**config.mk**
```make
export PLATFORM = sky130hd
export DESIGN_NAME = shadow_pwm
export DESIGN_NICKNAME = d
export VERILOG_FILES = /design/src/rtl/shadow_pwm_pkg.sv /design/src/rtl/shadow_pwm_regs.sv /design/src/rtl/shadow_pwm_counter.sv /design/src/rtl/shadow_pwm_outgen.sv /design/src/rtl/shadow_pwm.sv
export SDC_FILE = /design/constraint.sdc
export NUM_CORES = 1
export LEC_CHECK = 0
export BUFFER_PORTS_ARGS = -buffer_cell sky130_fd_sc_hd__buf_2
export CAP_MARGIN = 20
export CORE_MARGIN = 5
export CORE_UTILIZATION = 55
export DETAILED_ROUTE_END_ITERATION = 12
export GPL_TIMING_DRIVEN = 0
export PLACE_DENSITY = 0.84
export SKIP_CTS_REPAIR_TIMING = 1
export SLEW_MARGIN = 25
export SYNTH_ARGS = -nofsm -noshare
export SYNTH_HDL_FRONTEND = slang
export SYNTH_HIERARCHICAL = 1
export SYNTH_SLANG_ARGS = --single-unit
export TNS_END_PERCENT = 5
```
**constraint.sdc**
```tcl
create_clock -name clk_i -period 4.45 [get_ports clk_i]
set_input_delay 0.2225 -clock clk_i [delete_from_list [all_inputs] [get_ports clk_i]]
set_output_delay 0.2225 -clock clk_i [all_outputs]
set_load 0.01 [all_outputs]
```
**src/rtl/shadow_pwm_pkg.sv**
```systemverilog
package shadow_pwm_pkg;
  localparam logic [7:0] ADR_PER_ACT = 8'h08;
  localparam logic [7:0] ADR_CMP_ACT = 8'h0C;
  localparam logic [7:0] ADR_PER_SH  = 8'h10;
  localparam logic [7:0] ADR_CMP_SH  = 8'h14;
  localparam logic [7:0] ADR_CTRL    = 8'h2A;

  localparam int B_RUN     = 4;
  localparam int B_SDIS_LO = 6;
  localparam int B_SDIS_HI = 7;
  localparam int B_MODE    = 9;
  localparam int B_POL     = 10;

  localparam int N_SLOT   = 2;
  localparam int SLOT_PER = 0;
  localparam int SLOT_CMP = 1;
endpackage

```
**src/rtl/shadow_pwm_regs.sv**
```systemverilog
module shadow_pwm_regs
  import shadow_pwm_pkg::*;
#(
  parameter int DW = 32,
  parameter int AW = 8,
  parameter int CW = 16
) (
  input  logic          clk_i,
  input  logic          rst_ni,
  input  logic          req_i,
  input  logic          we_i,
  input  logic [AW-1:0] addr_i,
  input  logic [DW-1:0] wdata_i,
  input  logic          wrap_i,
  output logic [DW-1:0] rdata_o,
  output logic [DW-1:0] per_o,
  output logic [DW-1:0] cmp_o,
  output logic [CW-1:0] ctrl_o
);
  logic          wr;
  logic          run;
  logic [CW-1:0] ctrl_q;
  logic [DW-1:0] rdata_q;
  logic [DW-1:0] act_all [N_SLOT];
  logic [DW-1:0] sh_all  [N_SLOT];

  assign wr  = req_i & we_i;
  assign run = ctrl_q[B_RUN];

  for (genvar i = 0; i < N_SLOT; i++) begin : g_slot
    localparam logic [AW-1:0] A_ACT = AW'(i == SLOT_PER ? ADR_PER_ACT : ADR_CMP_ACT);
    localparam logic [AW-1:0] A_SH  = AW'(i == SLOT_PER ? ADR_PER_SH  : ADR_CMP_SH);
    logic [DW-1:0] act_q, sh_q;
    logic          pend_q;
    logic          wr_act, wr_sh;

    assign wr_act = wr && (addr_i == A_ACT);
    assign wr_sh  = wr && (addr_i == A_SH);

    always_ff @(posedge clk_i or negedge rst_ni) begin
      if (!rst_ni) begin
        act_q  <= '0;
        sh_q   <= '0;
        pend_q <= 1'b0;
      end else begin
        if (wr_sh) sh_q <= wdata_i;
        // direct write beats mirror, mirror beats boundary transfer
        if (wr_act)                 act_q <= wdata_i;
        else if (wr_sh && !run)     act_q <= wdata_i;
        else if (wrap_i && pend_q)  act_q <= sh_q;
        if (wr_sh)       pend_q <= run;
        else if (wrap_i) pend_q <= 1'b0;
      end
    end

    assign act_all[i] = act_q;
    assign sh_all[i]  = sh_q;
  end

  always_ff @(posedge clk_i or negedge rst_ni) begin
    if (!rst_ni) ctrl_q <= '0;
    else if (wr && addr_i == AW'(ADR_CTRL)) ctrl_q <= wdata_i[CW-1:0];
  end

  always_ff @(posedge clk_i or negedge rst_ni) begin
    if (!rst_ni) begin
      rdata_q <= '0;
    end else if (req_i && !we_i) begin
      case (addr_i)
        AW'(ADR_PER_ACT): rdata_q <= act_all[SLOT_PER];
        AW'(ADR_CMP_ACT): rdata_q <= act_all[SLOT_CMP];
        AW'(ADR_PER_SH):  rdata_q <= sh_all[SLOT_PER];
        AW'(ADR_CMP_SH):  rdata_q <= sh_all[SLOT_CMP];
        AW'(ADR_CTRL):    rdata_q <= {{(DW-CW){1'b0}}, ctrl_q};
        default:          rdata_q <= '0;
      endcase
    end
  end

  assign rdata_o = rdata_q;
  assign per_o   = act_all[SLOT_PER];
  assign cmp_o   = act_all[SLOT_CMP];
  assign ctrl_o  = ctrl_q;
endmodule

```
**src/rtl/shadow_pwm_counter.sv**
```systemverilog
module shadow_pwm_counter #(
  parameter int DW = 32
) (
  input  logic          clk_i,
  input  logic          rst_ni,
  input  logic          run_i,
  input  logic          sync_i,
  input  logic          sync_dis_i,
  input  logic [DW-1:0] period_i,
  output logic [DW-1:0] cnt_o,
  output logic          wrap_o
);
  logic [DW-1:0] cnt_q;
  logic          sync_hit;
  logic          at_end;

  assign sync_hit = run_i & ~sync_dis_i & sync_i;
  // >= covers a period lowered below the count by a direct write
  assign at_end   = cnt_q >= period_i;
  assign wrap_o   = run_i & ~sync_hit & at_end;

  always_ff @(posedge clk_i or negedge rst_ni) begin
    if (!rst_ni)                          cnt_q <= '0;
    else if (!run_i || sync_hit || at_end) cnt_q <= '0;
    else                                   cnt_q <= cnt_q + DW'(1);
  end

  assign cnt_o = cnt_q;
endmodule

```
**src/rtl/shadow_pwm_outgen.sv**
```systemverilog
module shadow_pwm_outgen #(
  parameter int DW = 32
) (
  input  logic          clk_i,
  input  logic          rst_ni,
  input  logic [DW-1:0] cnt_i,
  input  logic [DW-1:0] cmp_i,
  input  logic          mode_i,
  input  logic          pol_i,
  output logic          pwm_o
);
  logic active, lvl, pwm_q;

  assign active = cnt_i < cmp_i;
  assign lvl    = pol_i ? ~active : active;

  always_ff @(posedge clk_i or negedge rst_ni) begin
    if (!rst_ni) pwm_q <= 1'b0;
    else         pwm_q <= mode_i & lvl;
  end

  assign pwm_o = pwm_q;
endmodule

```
**src/rtl/shadow_pwm.sv**
```systemverilog
module shadow_pwm
  import shadow_pwm_pkg::*;
#(
  parameter int DW = 32,
  parameter int AW = 8,
  parameter int CW = 16
) (
  input  logic          clk_i,
  input  logic          rst_ni,
  input  logic          bus_req_i,
  input  logic          bus_we_i,
  input  logic [AW-1:0] bus_addr_i,
  input  logic [DW-1:0] bus_wdata_i,
  output logic [DW-1:0] bus_rdata_o,
  input  logic          sync_i,
  output logic          pwm_o
);
  logic [DW-1:0] per_w, cmp_w, cnt_w;
  logic [CW-1:0] ctrl_w;
  logic          wrap_w;

  shadow_pwm_regs #(.DW(DW), .AW(AW), .CW(CW)) u_regs (
    .clk_i   (clk_i),
    .rst_ni  (rst_ni),
    .req_i   (bus_req_i),
    .we_i    (bus_we_i),
    .addr_i  (bus_addr_i),
    .wdata_i (bus_wdata_i),
    .wrap_i  (wrap_w),
    .rdata_o (bus_rdata_o),
    .per_o   (per_w),
    .cmp_o   (cmp_w),
    .ctrl_o  (ctrl_w)
  );

  shadow_pwm_counter #(.DW(DW)) u_cnt (
    .clk_i      (clk_i),
    .rst_ni     (rst_ni),
    .run_i      (ctrl_w[B_RUN]),
    .sync_i     (sync_i),
    .sync_dis_i (&ctrl_w[B_SDIS_HI:B_SDIS_LO]),
    .period_i   (per_w),
    .cnt_o      (cnt_w),
    .wrap_o     (wrap_w)
  );

  shadow_pwm_outgen #(.DW(DW)) u_out (
    .clk_i  (clk_i),
    .rst_ni (rst_ni),
    .cnt_i  (cnt_w),
    .cmp_i  (cmp_w),
    .mode_i (ctrl_w[B_MODE]),
    .pol_i  (ctrl_w[B_POL]),
    .pwm_o  (pwm_o)
  );
endmodule

```
==> impl_results.html <==
<table>
<tr><th>Metric</th><th>Value</th></tr>
<tr><th colspan="2">Global routing</th></tr>
<tr><td>Overall fraction of global-route tracks in use</td><td>0.275</td></tr>
<tr><td>Final global-route overflow total</td><td>0</td></tr>
<tr><td>First-pass GRT wire length</td><td>52.8 mm</td></tr>
<tr><td>Pin count of the biggest net entering global routing</td><td>86</td></tr>
<tr><td>Via count of the first global-routing pass</td><td>9,583</td></tr>
<tr><td>Antenna violations before repair</td><td>0</td></tr>
<tr><th colspan="2">Synthesis</th></tr>
<tr><td>Number of instances in the synthesized netlist</td><td>1,111</td></tr>
<tr><td>Combined area of all synthesized cells</td><td>11,700 µm²</td></tr>
<tr><td>Number of different library cells in the post-synthesis netlist</td><td>66</td></tr>
<tr><td>Cells taking the most area after synthesis</td><td>sky130_fd_sc_hd__dfrtp_1 45%, sky130_fd_sc_hd__mux2i_1 7.5%, sky130_fd_sc_hd__ha_1 6.8%</td></tr>
<tr><td>Post-synth EDFFs</td><td>0</td></tr>
<tr><td>Total of flip-flops plus latches after synthesis</td><td>211</td></tr>
<tr><td>Sequential-to-total area share from yosys stat</td><td>0.450</td></tr>
<tr><td>Syn Nets</td><td>1,220</td></tr>
<tr><td>Share of synthesized registers carrying an async set or reset</td><td>1.00</td></tr>
<tr><td>Yosys warns</td><td>6</td></tr>
<tr><td>Most frequently used flop master after synthesis</td><td>sky130_fd_sc_hd__dfrtp_1</td></tr>
<tr><td>Library cell with the largest summed area after synthesis</td><td>sky130_fd_sc_hd__dfrtp_1</td></tr>
<tr><td>Mapped Avg Cell Area</td><td>about 11 µm²</td></tr>
<tr><td>Area share of the leading cell type in the synthesized netlist</td><td>0.450</td></tr>
<tr><th colspan="2">Clock tree</th></tr>
<tr><td>Clk slew on worst S/H paths</td><td>60 ps</td></tr>
<tr><td>Number of clock sinks seen by CTS</td><td>211</td></tr>
<tr><td>Clock root buffer</td><td>sky130_fd_sc_hd__clkbuf_16</td></tr>
<tr><td>Number of buffers between clock root and the deepest sink</td><td>3</td></tr>
<tr><td>Clock tree from TritonCTS</td><td>done</td></tr>
<tr><td>Clock latency on the worst-skew pair</td><td>510 ps</td></tr>
<tr><td>Number of buffers inserted during clock tree synthesis</td><td>22</td></tr>
<tr><td>CTS HTree Levels</td><td>1</td></tr>
<tr><th colspan="2">Power</th></tr>
<tr><td>Switching portion of total power</td><td>0.255</td></tr>
<tr><td>VDD IR max</td><td>0.270 mV</td></tr>
<tr><td>Logic gate share of total power</td><td>0.105</td></tr>
<tr><td>Total Power Consumption</td><td>4.39 mW</td></tr>
<tr><td>Cell Int Power</td><td>3.27 mW</td></tr>
<tr><td>Portion of total power attributed to the clock network</td><td>0.427</td></tr>
<tr><td>Power density over the cells</td><td>329 nW/µm²</td></tr>
<tr><td>Sequential Power Share</td><td>0.468</td></tr>
<tr><td>Leakage power</td><td>6.75 nW</td></tr>
<tr><td>Switch Pwr</td><td>about 1.1 mW</td></tr>
<tr><th colspan="2">Worst setup path</th></tr>
<tr><td>Worst Path Buf+Inv</td><td>1</td></tr>
<tr><td>Category of the critical setup timing path</td><td>register to register</td></tr>
<tr><td>Slowest library cell on the worst path</td><td>sky130_fd_sc_hd__clkbuf_1</td></tr>
<tr><td>Element type at the critical path end</td><td>register</td></tr>
<tr><td>Top delay family on crit path</td><td>compound AO/OA/AOI/OAI gates</td></tr>
<tr><td>Type of origin of the critical path</td><td>register</td></tr>
<tr><td>CP Cell Sequence</td><td>ha_1 -&gt; a21oi_1 -&gt; o21ai_0 -&gt; a21oi_1 -&gt; a31oi_4 -&gt; o21a_1 -&gt; nand2_1 -&gt; clkbuf_1 -&gt; mux2i_1 -&gt; a21oi_1</td></tr>
<tr><td>Endpoint required time on the critical path</td><td>a little under 5000 ps</td></tr>
<tr><td>Critical Path Most Common Cell</td><td>sky130_fd_sc_hd__a21oi_1</td></tr>
<tr><td>Arrival time at the worst endpoint</td><td>around 3900 ps</td></tr>
<tr><td>Maximum fanout along the worst path</td><td>10</td></tr>
<tr><td>CP peak stage delay</td><td>790 ps</td></tr>
<tr><th colspan="2">Routing</th></tr>
<tr><td>First-pass iteration count of the detailed router</td><td>5</td></tr>
<tr><td>Routed Wire Length</td><td>33.9 mm</td></tr>
<tr><td>Initial DRC count</td><td>984</td></tr>
<tr><td>Antenna Nets Post-Route</td><td>0</td></tr>
<tr><td>Total via count after detailed routing</td><td>between 9,000 and 10,000</td></tr>
<tr><td># DRC</td><td>0</td></tr>
<tr><td>Via density per instance</td><td>6.39</td></tr>
<tr><td>Routed wire per std cell</td><td>22.5 µm</td></tr>
<tr><th colspan="2">Place</th></tr>
<tr><td>Number of port buffers</td><td>76</td></tr>
<tr><td>GP Congestion</td><td>0.924</td></tr>
<tr><td>Cell Count Post-Placement</td><td>about 1,500</td></tr>
<tr><td>Dpl hpwl</td><td>between 20 and 25 mm</td></tr>
<tr><td>Placed Instance Area</td><td>12,500 µm²</td></tr>
<tr><th colspan="2">Finish</th></tr>
<tr><td>Final non-filler cell area</td><td>~13,000 µm²</td></tr>
<tr><td>Number of nets in the finished design</td><td>between 1,000 and 1,500</td></tr>
<tr><td>Share of final-layout standard cells stronger than drive strength 1</td><td>0.169</td></tr>
<tr><td>Non-filler instance count after layout</td><td>1,509</td></tr>
<tr><td>Area growth, synth to finish</td><td>13.7%</td></tr>
<tr><td>Antenna Diode Count</td><td>0</td></tr>
<tr><th colspan="2">STA</th></tr>
<tr><td>Total count of max-transition violations in the final report</td><td>0</td></tr>
<tr><td>WHS</td><td>-13.1 ps</td></tr>
<tr><td>Final-layout setup total negative slack</td><td>0 ps</td></tr>
<tr><td>F_max</td><td>0.284 GHz</td></tr>
<tr><td>Final worst path period share</td><td>0.791</td></tr>
<tr><td>Slew @ Worst Pin</td><td>between 1000 and 1500 ps</td></tr>
<tr><td>Worst clock skew</td><td>10.3 ps</td></tr>
<tr><td>Unrepaired setup endpoints after global routing</td><td>false</td></tr>
<tr><td>Minimum clock period</td><td>3520 ps</td></tr>
<tr><td>Final setup viols</td><td>0</td></tr>
<tr><td>Final-report hold violation count</td><td>14</td></tr>
<tr><td>Remaining max-slew budget at the tightest pin</td><td>0.321</td></tr>
<tr><th colspan="2">Floorplanning</th></tr>
<tr><td>Die extent in x</td><td>156 µm</td></tr>
<tr><td>Core area</td><td>21,000 µm²</td></tr>
<tr><td>Y dimension of the die</td><td>156 µm</td></tr>
<tr><td>IO Count</td><td>78</td></tr>
<tr><td>Die Area</td><td>24,400 µm²</td></tr>
<tr><td>Number of placement rows</td><td>53</td></tr>
<tr><td>Effective utilization at floorplan</td><td>0.558</td></tr>
<tr><th colspan="2">Outcome</th></tr>
<tr><td>Violated checks</td><td>negative hold slack</td></tr>
<tr><td>Outcome</td><td>finished, violations left</td></tr>
<tr><th colspan="2">Flow run</th></tr>
<tr><td>Max Cap Violations</td><td>0</td></tr>
<tr><th colspan="2">Min path</th></tr>
<tr><td>Tightest Hold Check Type</td><td>input port to register</td></tr>
</table>
==> cells in the final DEF, fill, tap and decap left out, types with 4 or more instances in the layout <==
| cell | instances |
|---|---|
| sky130_fd_sc_hd__dfrtp_1 | 211 |
| sky130_fd_sc_hd__a21oi_1 | 103 |
| sky130_fd_sc_hd__buf_2 | 93 |
| sky130_fd_sc_hd__mux2i_1 | 88 |
| sky130_fd_sc_hd__nor2_1 | 82 |
| sky130_fd_sc_hd__inv_1 | 70 |
| sky130_fd_sc_hd__nand2_1 | 65 |
| sky130_fd_sc_hd__ha_1 | 64 |
| sky130_fd_sc_hd__mux2_1 | 56 |
| sky130_fd_sc_hd__nor3_1 | 37 |
| sky130_fd_sc_hd__mux2_2 | 37 |
| sky130_fd_sc_hd__clkbuf_1 | 33 |
| sky130_fd_sc_hd__clkbuf_16 | 22 |
| sky130_fd_sc_hd__nand3_1 | 19 |
| sky130_fd_sc_hd__xnor2_1 | 18 |
| sky130_fd_sc_hd__o211ai_1 | 13 |
| sky130_fd_sc_hd__nor3_2 | 12 |
| sky130_fd_sc_hd__xor2_1 | 12 |
| sky130_fd_sc_hd__o21ai_0 | 11 |
| sky130_fd_sc_hd__and3_1 | 11 |
| sky130_fd_sc_hd__nand4_1 | 10 |
| sky130_fd_sc_hd__a22o_1 | 10 |
| sky130_fd_sc_hd__a21o_1 | 9 |
| sky130_fd_sc_hd__o22ai_1 | 9 |
| sky130_fd_sc_hd__a22oi_1 | 9 |
| sky130_fd_sc_hd__a32o_1 | 9 |
| sky130_fd_sc_hd__and4_1 | 8 |
| sky130_fd_sc_hd__a221oi_1 | 8 |
| sky130_fd_sc_hd__dlygate4sd3_1 | 7 |
| sky130_fd_sc_hd__nand2b_1 | 7 |
| sky130_fd_sc_hd__buf_6 | 7 |
| sky130_fd_sc_hd__buf_4 | 6 |
| sky130_fd_sc_hd__clkbuf_8 | 5 |
| sky130_fd_sc_hd__o21ai_1 | 5 |
| sky130_fd_sc_hd__nor4_1 | 5 |
| sky130_fd_sc_hd__a31oi_1 | 4 |
==> worst reg2reg max path, cell delays in order (launching register included) <==
cell and delay, ps:
sky130_fd_sc_hd__dfrtp_1 550, sky130_fd_sc_hd__ha_1 330, sky130_fd_sc_hd__a21oi_1 190, sky130_fd_sc_hd__o21ai_0 130, sky130_fd_sc_hd__a21oi_1 310, sky130_fd_sc_hd__a31oi_4 180, sky130_fd_sc_hd__o21a_1 260, sky130_fd_sc_hd__nand2_1 240
sky130_fd_sc_hd__clkbuf_1 790, sky130_fd_sc_hd__mux2i_1 290, sky130_fd_sc_hd__a21oi_1 90
==> power groups by stage <==
stage / sequential (mW) / combinational [mW] / clock, mW
6_report: 2.06 / 0.462 / 1.87
5_1_grt: 2.06 / 0.500 / 1.98
4_1_cts: 2.05 / 0.450 / 1.89
3_5_place_dp: 2.09 / 0.447 / 0
3_3_place_gp: 2.08 / 0.425 / 0
2_1_floorplan: 2.07 / 0.259 / 0
==> final cells by class <==
cell class	instances	area, µm²
buffer	62	332
clock buffer	31	634
clock inverter	7	98.8
fill	1584	7690
inverter	70	263
multi-input combinational	768	5870
sequential	211	5280
tap	275	344
timing repair buffer	85	515
==> cell usage after synthesis, drive strengths merged, types with 10 or more instances <==
master,count
inv,70
nand2,65
nor2,84
dfrtp,211
mux2,93
buf,32
xor2,12
o211ai,13
nor3,49
mux2i,88
nand4,12
and3,11
nand3,20
o21ai,17
xnor2,18
a22o,10
ha,64
clkbuf,30
a21oi,104
==> path summary, 6_finish.rpt <==
check                                                         to  slack [ps]                      startpoint  cells past startpoint
max                                 u_regs/per_o[31]$_DFFE_PN0P_         930        u_cnt/cnt_o[7]$_DFF_PN0_                     10
min reg2reg                       u_regs/rdata_o[14]$_DFFE_PN0P_         490  u_regs/rdata_o[14]$_DFFE_PN0P_                      2
max reg2reg                         u_regs/per_o[31]$_DFFE_PN0P_         930        u_cnt/cnt_o[7]$_DFF_PN0_                     10
min in group asynchronous           u_regs/ctrl_o[0]$_DFFE_PN0P_         210                          rst_ni                      2
max in group asynchronous           u_regs/cmp_o[14]$_DFFE_PN0P_        3500                          rst_ni                      3
min                        u_regs/g_slot[0].sh_q[17]$_DFFE_PN0N_         -10                 bus_wdata_i[17]                      2
==> registers in the layout, summed over array words and instances, names as in the netlist <==
| name | flops |
|---|---|
| u_regs/per_o | 32 |
| u_regs/rdata_o | 32 |
| u_cnt/cnt_o | 32 |
| u_out/pwm_o | 1 |
| u_regs/g_slot.pend_q | 2 |
| u_regs/cmp_o | 32 |
| u_regs/g_slot.sh_q | 64 |
| u_regs/ctrl_o | 16 |
==> routing by layer <==
layer | global-route usage | up-vias | routed length [µm]
met5 | 0 | - | 0
met4 | 0.115 | 0 | 1710
met2 | 0.446 | 569 | 15900
met3 | 0.0413 | 128 | 3030
li1 | - | 4226 | -
met1 | 0.371 | 4721 | 13300
==> per-stage QoR <==
step / hold slack, ps / worst slack (ps) / util
final: -13.1 / 931 / 0.634
after global placement: 482 / -395 / 0.593
after global routing: 0.595 / 862 / 0.634
after detailed placement: 149 / 1080 / 0.596
after CTS: -382 / 1030 / 0.631
after floorplan: -73.1 / 1810 / -
==> logic make-up after synthesis <==
family                   count (synthesis)  share of synthesized area
flip-flops                             211                      0.450
multiplexers                           181                      0.164
buffers and inverters                  132                     0.0507
AO/OA/AOI/OAI                          211                      0.117
adder cells (fa/ha/maj)                 64                     0.0683
XOR/XNOR                                30                     0.0224
AND/OR/NAND/NOR                        282                      0.127
No activity file was read; power rests on OpenSTA's default activity.
